<file path="config.mk">
export PLATFORM = sky130hd
export DESIGN_NAME = rx_tagged_queue
export DESIGN_NICKNAME = d
export VERILOG_FILES = /design/src/rtl/rxq_pkg.sv /design/src/rtl/rxq_store.sv /design/src/rtl/rxq_timer.sv /design/src/rtl/rx_tagged_queue.sv
export SDC_FILE = /design/constraint.sdc
export NUM_CORES = 1
export LEC_CHECK = 0
export BUFFER_PORTS_ARGS = -buffer_cell sky130_fd_sc_hd__buf_2
export CAP_MARGIN = 5
export CORE_ASPECT_RATIO = 0.8
export CORE_MARGIN = 3
export CORE_UTILIZATION = 57
export CTS_BUF_LIST = sky130_fd_sc_hd__clkbuf_4 sky130_fd_sc_hd__clkbuf_8
export DETAILED_ROUTE_END_ITERATION = 10
export GPL_TIMING_DRIVEN = 1
export PLACE_DENSITY = 0.78
export SETUP_SLACK_MARGIN = 0.05
export SLEW_MARGIN = 20
export SYNTH_ARGS = -nofsm -noshare
export SYNTH_HDL_FRONTEND = slang
export SYNTH_SLANG_ARGS = --single-unit
</file>
<file path="constraint.sdc">
create_clock -name clk -period 2.8 [get_ports clk]
set_input_delay 0.14 -clock clk [delete_from_list [all_inputs] [get_ports clk]]
set_output_delay 0.14 -clock clk [all_outputs]
set_load 0.01 [all_outputs]
</file>
<file path="src/rtl/rxq_pkg.sv">
package rxq_pkg;
   localparam int BYTE_W = 8;
   localparam int TAG_W  = 3;

   typedef struct packed {
      logic [TAG_W-1:0]  tags;
      logic [BYTE_W-1:0] data;
   } rxq_entry_t;
endpackage

</file>
<file path="src/rtl/rxq_store.sv">
module rxq_store
   import rxq_pkg::*;
#(
   parameter int DEPTH = 16,
   localparam int AW = $clog2(DEPTH),
   localparam int CW = $clog2(DEPTH + 1)
) (
   input  logic          clk,
   input  logic          rst_n,
   input  logic          wr_en,
   input  rxq_entry_t    wr_entry,
   input  logic          rd_en,
   input  logic          cap_one,
   output rxq_entry_t    head,
   output logic [CW-1:0] count,
   output logic          overrun,
   output logic          rd_ok
);
   rxq_entry_t    slots [DEPTH];
   logic [AW-1:0] wptr, rptr;
   logic [CW-1:0] cap;
   logic          wr_ok;

   assign cap   = cap_one ? CW'(1) : CW'(DEPTH);
   assign rd_ok = rd_en && (count != '0);
   assign wr_ok = wr_en && ((count < cap) || rd_ok);
   assign head  = (count != '0) ? slots[rptr] : '0;

   always_ff @(posedge clk) begin
      if (wr_ok) slots[wptr] <= wr_entry;
   end

   always_ff @(posedge clk) begin
      if (!rst_n) begin
         wptr    <= '0;
         rptr    <= '0;
         count   <= '0;
         overrun <= 1'b0;
      end else begin
         if (wr_ok) wptr <= (wptr == AW'(DEPTH - 1)) ? '0 : wptr + AW'(1);
         if (rd_ok) rptr <= (rptr == AW'(DEPTH - 1)) ? '0 : rptr + AW'(1);
         count <= count + CW'(wr_ok) - CW'(rd_ok);
         if (wr_en && !wr_ok) overrun <= 1'b1;
         else if (rd_ok)      overrun <= 1'b0;
      end
   end

   AST_NO_OVERFLOW: assert property (@(posedge clk) disable iff (!rst_n)
      count <= CW'(DEPTH));
   AST_DROP_HOLDS: assert property (@(posedge clk) disable iff (!rst_n)
      (wr_en && !wr_ok) |=> (count == $past(count) && overrun));
   AST_READ_SHRINKS: assert property (@(posedge clk) disable iff (!rst_n)
      (rd_ok && !wr_en) |=> (count == $past(count) - CW'(1)));
   AST_EMPTY_READ_IGNORED: assert property (@(posedge clk) disable iff (!rst_n)
      (rd_en && count == '0 && !wr_en) |=> (count == '0));
endmodule

</file>
<file path="src/rtl/rxq_timer.sv">
module rxq_timer #(
   parameter int TICKS_PER_BIT = 16,
   parameter int CHAR_MAX_BITS = 8,
   localparam int MAX_LIMIT = (4 * CHAR_MAX_BITS + 12) * TICKS_PER_BIT,
   localparam int TW = $clog2(MAX_LIMIT + 1)
) (
   input  logic       clk,
   input  logic       rst_n,
   input  logic       tick,
   input  logic       restart,
   input  logic       empty,
   input  logic [1:0] word_len,
   output logic       expired
);
   logic [TW-1:0] ticks, limit;

   always_comb
      limit = TW'((4 * (CHAR_MAX_BITS - 3 + int'(word_len)) + 12) * TICKS_PER_BIT);

   always_ff @(posedge clk) begin
      if (!rst_n)                      ticks <= '0;
      else if (restart || empty)       ticks <= '0;
      else if (tick && ticks < limit)  ticks <= ticks + TW'(1);
   end

   assign expired = !empty && (ticks >= limit);

   AST_TIMER_RESTART: assert property (@(posedge clk) disable iff (!rst_n)
      restart |=> !expired);
   AST_NO_TICK_HOLD: assert property (@(posedge clk) disable iff (!rst_n)
      (!tick && !restart && !empty) |=> $stable(ticks));
endmodule

</file>
<file path="src/rtl/rx_tagged_queue.sv">
module rx_tagged_queue
   import rxq_pkg::*;
#(
   parameter int DEPTH         = 16,
   parameter int TICKS_PER_BIT = 16,
   parameter int TRIG_SEL0     = 1,
   parameter int TRIG_SEL1     = 4,
   parameter int TRIG_SEL2     = 8,
   parameter int TRIG_SEL3     = 14,
   localparam int CW = $clog2(DEPTH + 1)
) (
   input  logic              clk,
   input  logic              rst_n,
   input  logic              tick16,
   input  logic              wr_en,
   input  logic [BYTE_W-1:0] wr_data,
   input  logic [TAG_W-1:0]  wr_tags,
   input  logic              rd_en,
   input  logic [2:0]        fifo_ctl,
   input  logic              irq_en,
   input  logic [1:0]        word_len,
   output logic [BYTE_W-1:0] head_data,
   output logic [TAG_W-1:0]  head_tags,
   output logic [CW-1:0]     level,
   output logic              overrun,
   output logic              rx_irq,
   output logic              timeout_irq
);
   generate
      if (DEPTH < 2)                     $error("DEPTH must be at least 2");
      if (TRIG_SEL3 > DEPTH)             $error("trigger exceeds DEPTH");
      if (TRIG_SEL0 < 1)                 $error("trigger must be at least 1");
      if (TICKS_PER_BIT < 1)             $error("TICKS_PER_BIT must be positive");
   endgenerate

   rxq_entry_t    in_e, head_e;
   logic          rd_ok, expired;
   logic [CW-1:0] thresh;

   assign in_e = '{tags: wr_tags, data: wr_data};

   rxq_store #(.DEPTH(DEPTH)) u_store (
      .clk(clk), .rst_n(rst_n), .wr_en(wr_en), .wr_entry(in_e),
      .rd_en(rd_en), .cap_one(!fifo_ctl[0]), .head(head_e),
      .count(level), .overrun(overrun), .rd_ok(rd_ok)
   );

   rxq_timer #(.TICKS_PER_BIT(TICKS_PER_BIT), .CHAR_MAX_BITS(BYTE_W)) u_timer (
      .clk(clk), .rst_n(rst_n), .tick(tick16), .restart(wr_en || rd_ok),
      .empty(level == '0), .word_len(word_len), .expired(expired)
   );

   always_comb begin
      if (!fifo_ctl[0]) thresh = CW'(1);
      else begin
         unique case (fifo_ctl[2:1])
            2'd0:    thresh = CW'(TRIG_SEL0);
            2'd1:    thresh = CW'(TRIG_SEL1);
            2'd2:    thresh = CW'(TRIG_SEL2);
            default: thresh = CW'(TRIG_SEL3);
         endcase
      end
   end

   assign head_data   = head_e.data;
   assign head_tags   = head_e.tags;
   assign rx_irq      = irq_en && (level >= thresh);
   assign timeout_irq = irq_en && expired;

   AST_RX_IRQ_NEEDS_DATA: assert property (@(posedge clk) disable iff (!rst_n)
      rx_irq |-> (level != '0));
   AST_TIMEOUT_NEEDS_DATA: assert property (@(posedge clk) disable iff (!rst_n)
      timeout_irq |-> (level != '0));
   AST_TIMEOUT_DROPS_ON_WRITE: assert property (@(posedge clk) disable iff (!rst_n)
      wr_en |=> !timeout_irq);
   AST_SINGLE_CAP: assert property (@(posedge clk) disable iff (!rst_n)
      (!fifo_ctl[0] && $past(!fifo_ctl[0]) && $past(level) <= CW'(1)) |-> (level <= CW'(1)));
endmodule

</file>
==> metrics.cfg, run 1 <==
[synth]
synth_edf_count = 176
synthSimpleGateAreaFrac = 0.0711
netlist_area_um2 = 8510
synth_top_area_cell = edfxtp_1
synth-xor-area-share = 0.0113
synth_most_common_cell = edfxtp_1
synth-compound-area-share = 0.0439
synth_common_cells = edfxtp_1 (176), mux2i_1 (38), dfxtp_1 (28), nand2_1 (25)
ys_warn_count = 0
synth.net_count = 573
synth_top_area_share = 0.621
yosys_register_bits = 204
postSynthCellCount = 528
synth_top_family_by_area = multiplexers
synth_ff_type = edfxtp_1
ys_seq_area_frac = 0.687
synthMuxAreaShare = 0.132
async_reset_ff_frac = 0
avgSynthCellArea_um2 = 16.1
ys_top_cells_by_area = edfxtp_1 (62%), dfxtp_1 (6.6%), mux4_2 (5.8%), mux2i_1 (4.5%), ha_1 (3.2%)
synth_fa_ha_area_frac = 0.0347
synth.distinct_cells = 48

[critical_path]
start_kind = register
cp.arrival_ps = 3120
regToRegStartpoint = u_store.count[2]$_SDFF_PN0_
worst_setup_path_end_kind = register
worstSetupPathType = reg -> reg
crit_fanout = 4
critPathLaunch = u_store.count[2]$_SDFF_PN0_
cp.required_ps = 3270

[layout]
drive_gt1_frac = 0.292
fin_util = 0.690
antenna_cells = 0
stdcell_count = 834
fin_area_um2 = 9970
fill_cells = 913
layout-area-overhead-vs-synth_pct = 17.1
fin_nets = 672

[detailed_routing]
ant_nets = 0
num_vias = 5014
wl_per_cell_um = 21.5
drc = 0
drtIter0Drc = 430
routed_via_density = 6.01
wirelength_mm = 18.0
firstDrtPassIters = 5

[placement]
placed_area_um2 = 9070
dp_cells = 753
io_buffer_count = 40
hpwl_mm = 11.0
place.gp.congestion = 0.858

[power]
p_leak_nw = 3.55
peakVddDrop_mv = 0.392
p_per_area_nw_per_um2 = 790

[clock_tree]
clk_transition_reported_paths_ps = 70
clock_sinks = 204
clk_latency_ps = 530
cts_tree = yes
cts_max_path_buffers = 3
htree_levels = 1
cts_buffers = 30
ctsRootBufferMaster = clkbuf_8

[floorplan]
placementRows = 39
die_height_um = 115
die_x_um = 143
start_util = 0.589
die_area_um2 = 16400
core_area_um2 = 14400
ioPinCount = 41

[timing]
finalMaxSlewViolations = 0
worstMarginPinSlew_ps = 604
final-setup-viol-count = 0
finalHoldViolCount = 0
relSlewSlack = 0.597
period_minus_slack_ps = 2650
max_freq_mhz = 378
rsz0062_at_grt = true
fin_skew_ps = 12.5
period_share = 0.945

[worst_hold_path]
hold_start = rd_en
hold_class = in -> reg

[grt]
grt_pass1_wl_mm = 27.4
overflow = 0
grt_max_degree = 24
antenna_found_initial = 0
grt_usage = 0.220
grt_pass1_vias = 4847

[status]
outcome = completed

[run]
maxCapViolCount = 0

## timing repair
action | 4_1_cts | 5_1_grt
resized for setup | 6 | 12
pin swaps | 1 | 6
hold buffers | 15 | 0
hold endpoints to repair | 167 | 0
endpoints found under the setup margin | 12 | 8
buffers inserted | 2 | 9
## final cells by class
type / count / area, um2 / area share
sequential: 204 / 5850 / 0.587
clock buffer: 45 / 557 / 0.0558
tap: 184 / 230 / 0.0231
inverter: 15 / 58.8 / 0.00590
timing repair buffer: 93 / 673 / 0.0675
multi-input combinational: 283 / 2560 / 0.256
clock inverter: 10 / 41.3 / 0.00414
## metrics by stage
step	setup TNS (ps)	hold slack (ps)	worst slack, ps	power [mW]
global route	0	240	9.87	8.25
floorplan	-49.1	239	-49.1	4.80
detailed placement	0	496	3.78	5.40
global placement	0	474	118	5.33
CTS	0	183	55.8	7.76
finish	0	211	154	7.88
## cells by family after synthesis
family,Yosys count
buffers and inverters,41
AOI/OAI and AO/OA,55
DFF,204
and+or+nand+nor,112
xor gates and xnor gates,11
muxes,82
adders and majority gates,23
## layer usage
metal	part of all wire	global-route usage	vias up
li1	-	-	2255
met4	0.012	0.0437	0
met2	0.48	0.349	171
met5	0	0	-
met3	0.060	0.0353	23
met1	0.45	0.329	2565
## layout by cell type (no fill, tap or decap), drive strengths merged, types with 2 or more instances in the layout
| cell type | Yosys | final |
|---|---|---|
| and2 | 8 | 8 |
| ha | 22 | 22 |
| nand4 | 4 | 4 |
| edfxtp | 176 | 176 |
| a22oi | 7 | 7 |
| o22ai | 15 | 15 |
| clkbuf | 13 | 45 |
| and4 | 5 | 5 |
| nand2 | 25 | 25 |
| nand2b | 5 | 5 |
| o211ai | 3 | 3 |
| dlygate4sd3 | 0 | 15 |
| nor2 | 18 | 18 |
| and3 | 14 | 14 |
| nand3 | 12 | 12 |
| or3 | 3 | 3 |
| nor3b | 2 | 2 |
| clkinv | 0 | 10 |
| mux4 | 22 | 22 |
| inv | 15 | 15 |
| xor2 | 7 | 7 |
| a31oi | 2 | 2 |
| o21ai | 8 | 8 |
| dfxtp | 28 | 28 |
| a21oi | 6 | 6 |
| a32oi | 2 | 2 |
| nor2b | 10 | 10 |
| xnor2 | 4 | 4 |
| mux2 | 22 | 22 |
| o221ai | 2 | 2 |
| buf | 13 | 78 |
| a21boi | 3 | 3 |
| mux2i | 38 | 38 |
## report_power, final
group          total, mW  leakage (nW)  internal [mW]  switching [mW]
Combinational       2.02          1.41          0.962            1.05
Sequential          3.55          1.82           3.45          0.0937
Clock               2.32         0.320           1.26            1.05
Total               7.88          3.55           5.68            2.20
## registers in the layout (all words and copies together) (netlist names), named ones only
signal           cells
u_store.wptr         4
u_store.count        5
u_store.overrun      1
u_timer.ticks       10
u_store.slots      176
u_store.rptr         4
## worst max-delay path, cell delays in order (launching register included)
cell,delay (ps)
dfxtp_4,360
inv_4,60
ha_4,120
or4b_4,460
and2_4,170
ha_4,250
inv_1,40
ha_2,170
inv_2,50
fa_2,210
nor2_2,40
nor2_1,100
nor2_1,60
or3_1,370
a21boi_1,120
## final timing paths
kind                            cells past startpoint  slack, ps                       endpoint
worst max-delay path                               14        150    u_store.count[4]$_SDFF_PN0_
worst min-delay path                                4        210  u_timer.ticks[8]$_SDFFE_PP0P_
worst max register to register                     14        150    u_store.count[4]$_SDFF_PN0_
worst min register to register                      2        500  u_timer.ticks[1]$_SDFFE_PP0P_
(Power assumes the default switching activity.)
==> run 2: changes to the inputs <==
--- a/config.mk
+++ b/config.mk
@@ -14,6 +14,7 @@
 export DETAILED_ROUTE_END_ITERATION = 10
 export GPL_TIMING_DRIVEN = 1
 export PLACE_DENSITY = 0.78
+export RECOVER_POWER = 50
 export SETUP_SLACK_MARGIN = 0.05
 export SLEW_MARGIN = 20
 export SYNTH_ARGS = -nofsm -noshare
==> metrics.cfg, run 2 (synthesis gave the netlist of run 1 again) <==
[power]
p_leak_nw = 3.50  ; -1.3%
p_per_area_nw_per_um2 = 791  ; +0.14%
p_total_mw = 7.87  ; -0.16%
peakVddDrop_mv = 0.394  ; +0.49%

[layout]
final_common_cell = edfxtp_1
fin_nets = 672  ; unchanged
largest_register_ffs = 176  ; unchanged
layout-area-overhead-vs-synth_pct = 16.8
most-common-layout-cells = edfxtp_1 (176), mux2i_1 (38), clkbuf_8 (35)
regMostFlops = u_store.slots
antenna_cells = 0  ; unchanged
drive_gt1_frac = 0.266  ; -0.0262
reg_top3 = u_store.slots x176, u_timer.ticks x10, u_store.count x5
stdcell_count = 834  ; unchanged

[clock_tree]
clk_transition_reported_paths_ps = 70  ; about the same
cts_buffers = 30  ; unchanged
ctsRootBufferMaster = clkbuf_8
cts_tree = yes
clock_sinks = 204  ; unchanged
htree_levels = 1  ; unchanged
cts_max_path_buffers = 3  ; unchanged
clk_latency_ps = 540  ; about the same

[grt]
grt_use_met1 = 0.329  ; unchanged
met2_usage = 0.349  ; unchanged
antenna_found_initial = 0  ; unchanged
grt_pass1_wl_mm = 27.4  ; unchanged
grt_max_degree = 24  ; unchanged
top_usage_layer = met2
met3_usage = 0.0353  ; unchanged
grt_usage = 0.220  ; unchanged
overflow = 0  ; unchanged
grt_pass1_vias = 4847  ; unchanged

[critical_path]
start_kind = register
regToRegStartpoint = u_store.count[2]$_SDFF_PN0_
reg2reg_depth = 14  ; unchanged
critPathLaunch = u_store.count[2]$_SDFF_PN0_
cp.arrival_ps = 3120  ; about the same
crit_fanout = 4  ; unchanged
cp.required_ps = 3270  ; about the same
r2r-end = u_store.count[4]$_SDFF_PN0_
worst_setup_path_end_kind = register
regToRegSetupSlack_ps = 150  ; about the same
worstSetupPathType = reg -> reg
crit_end = u_store.count[4]$_SDFF_PN0_

[timing]
finalMaxSlewViolations = 0  ; unchanged
period_share = 0.947  ; +0.00213
period_minus_slack_ps = 2650  ; +5.97 ps
max_freq_mhz = 377  ; -0.23%
final-setup-viol-count = 0  ; unchanged
relSlewSlack = 0.376  ; -0.221
rsz0062_at_grt = true
fin_skew_ps = 11.5  ; -1.01 ps
finalHoldViolCount = 0  ; unchanged
worstMarginPinSlew_ps = 928  ; +325 ps

[detailed_routing]
num_vias = 5017  ; +0.060%
firstDrtPassIters = 5  ; unchanged
wirelength_mm = 18.0  ; about the same
wl_per_cell_um = 21.5  ; about the same
drc = 0  ; unchanged
routed_via_density = 6.02  ; about the same
ant_nets = 0  ; unchanged
drtIter0Drc = 428  ; -0.47%

[worst_hold_path]
hold_class = in -> reg

[floorplan]
start_util = 0.589  ; unchanged
placementRows = 39  ; unchanged
die_x_um = 143  ; unchanged
die_height_um = 115  ; unchanged
die_area_um2 = 16400  ; unchanged
ioPinCount = 41  ; unchanged
core_area_um2 = 14400  ; unchanged

[placement]
place.gp.congestion = 0.858  ; unchanged
dp_cells = 753  ; unchanged
io_buffer_count = 40  ; unchanged
hpwl_mm = 11.0  ; unchanged

[run]
maxCapViolCount = 0  ; unchanged

[status]
outcome = completed

run 2: final cells by class:
class	count	area, um2
multi-input combinational	283	2550
tap	184	230
sequential	204	5850
clock buffer	45	557
clock inverter	10	41.3
timing repair buffer	93	648
inverter	15	58.8
fill	921	4500
run 2: repair_timing:
item | CTS | global route
buffers inserted | 2 | 9
hold buffers | 15 | 0
pin swaps | 1 | 6
resized for setup | 6 | 12
setup endpoints to repair | 12 | 8
endpoints found under the hold margin | 167 | 0
run 2: where the power goes:
| part | switching [mW] | internal [mW] | leakage (nW) |
|---|---|---|---|
| Combinational | 1.05 | 0.946 | 1.36 |
| Sequential | 0.0942 | 3.46 | 1.82 |
| Clock | 1.05 | 1.26 | 0.320 |
| Total | 2.20 | 5.67 | 3.50 |
run 2: routing by layer:
metal | wire (um) | part of all wire | vias to the layer above
li1 | - | - | 2256
met1 | 7940 | 0.44 | 2531
met2 | 8630 | 0.48 | 213
met3 | 1240 | 0.069 | 17
met4 | 157 | 0.0087 | 0
met5 | 0 | 0 | -
run 2: worst min path at each step:
stage / from / end / slack, ps / cells past startpoint
after floorplan: wr_data[0] / u_store.slots[0][0]$_DFFE_PP_ / 240 / 0
after global placement: u_timer.ticks[1]$_SDFFE_PP0P_ / u_timer.ticks[1]$_SDFFE_PP0P_ / 470 / 2
after detailed placement: u_timer.ticks[1]$_SDFFE_PP0P_ / u_timer.ticks[1]$_SDFFE_PP0P_ / 500 / 2
after CTS: rd_en / u_timer.ticks[8]$_SDFFE_PP0P_ / 180 / 4
after global routing: rd_en / u_timer.ticks[3]$_SDFFE_PP0P_ / 240 / 4
final: rd_en / u_timer.ticks[8]$_SDFFE_PP0P_ / 210 / 4
run 2: worst max-delay path: stages (launching register included):
cell      delay (ps)
dfxtp_4          360
inv_4             60
ha_4             120
or4b_4           460
and2_4           170
ha_4             250
inv_1             40
ha_2             170
inv_2             50
fa_2             210
nor2_2            40
nor2_1           100
nor2_1            60
or3_1            370
a21boi_1         120
run 2: stage by stage:
step                      cell area [um2]   util  hold slack, ps  TNS, ps  setup WS, ps
after detailed placement             9070  0.628             496        0          3.78
final                                9940  0.688             211        0           148
after CTS                            9850  0.682             183        0          55.8
after global placement               9070  0.628             474        0           118
after floorplan                      8520      -             239    -49.1         -49.1
after global routing                 9940  0.688             240        0          10.2
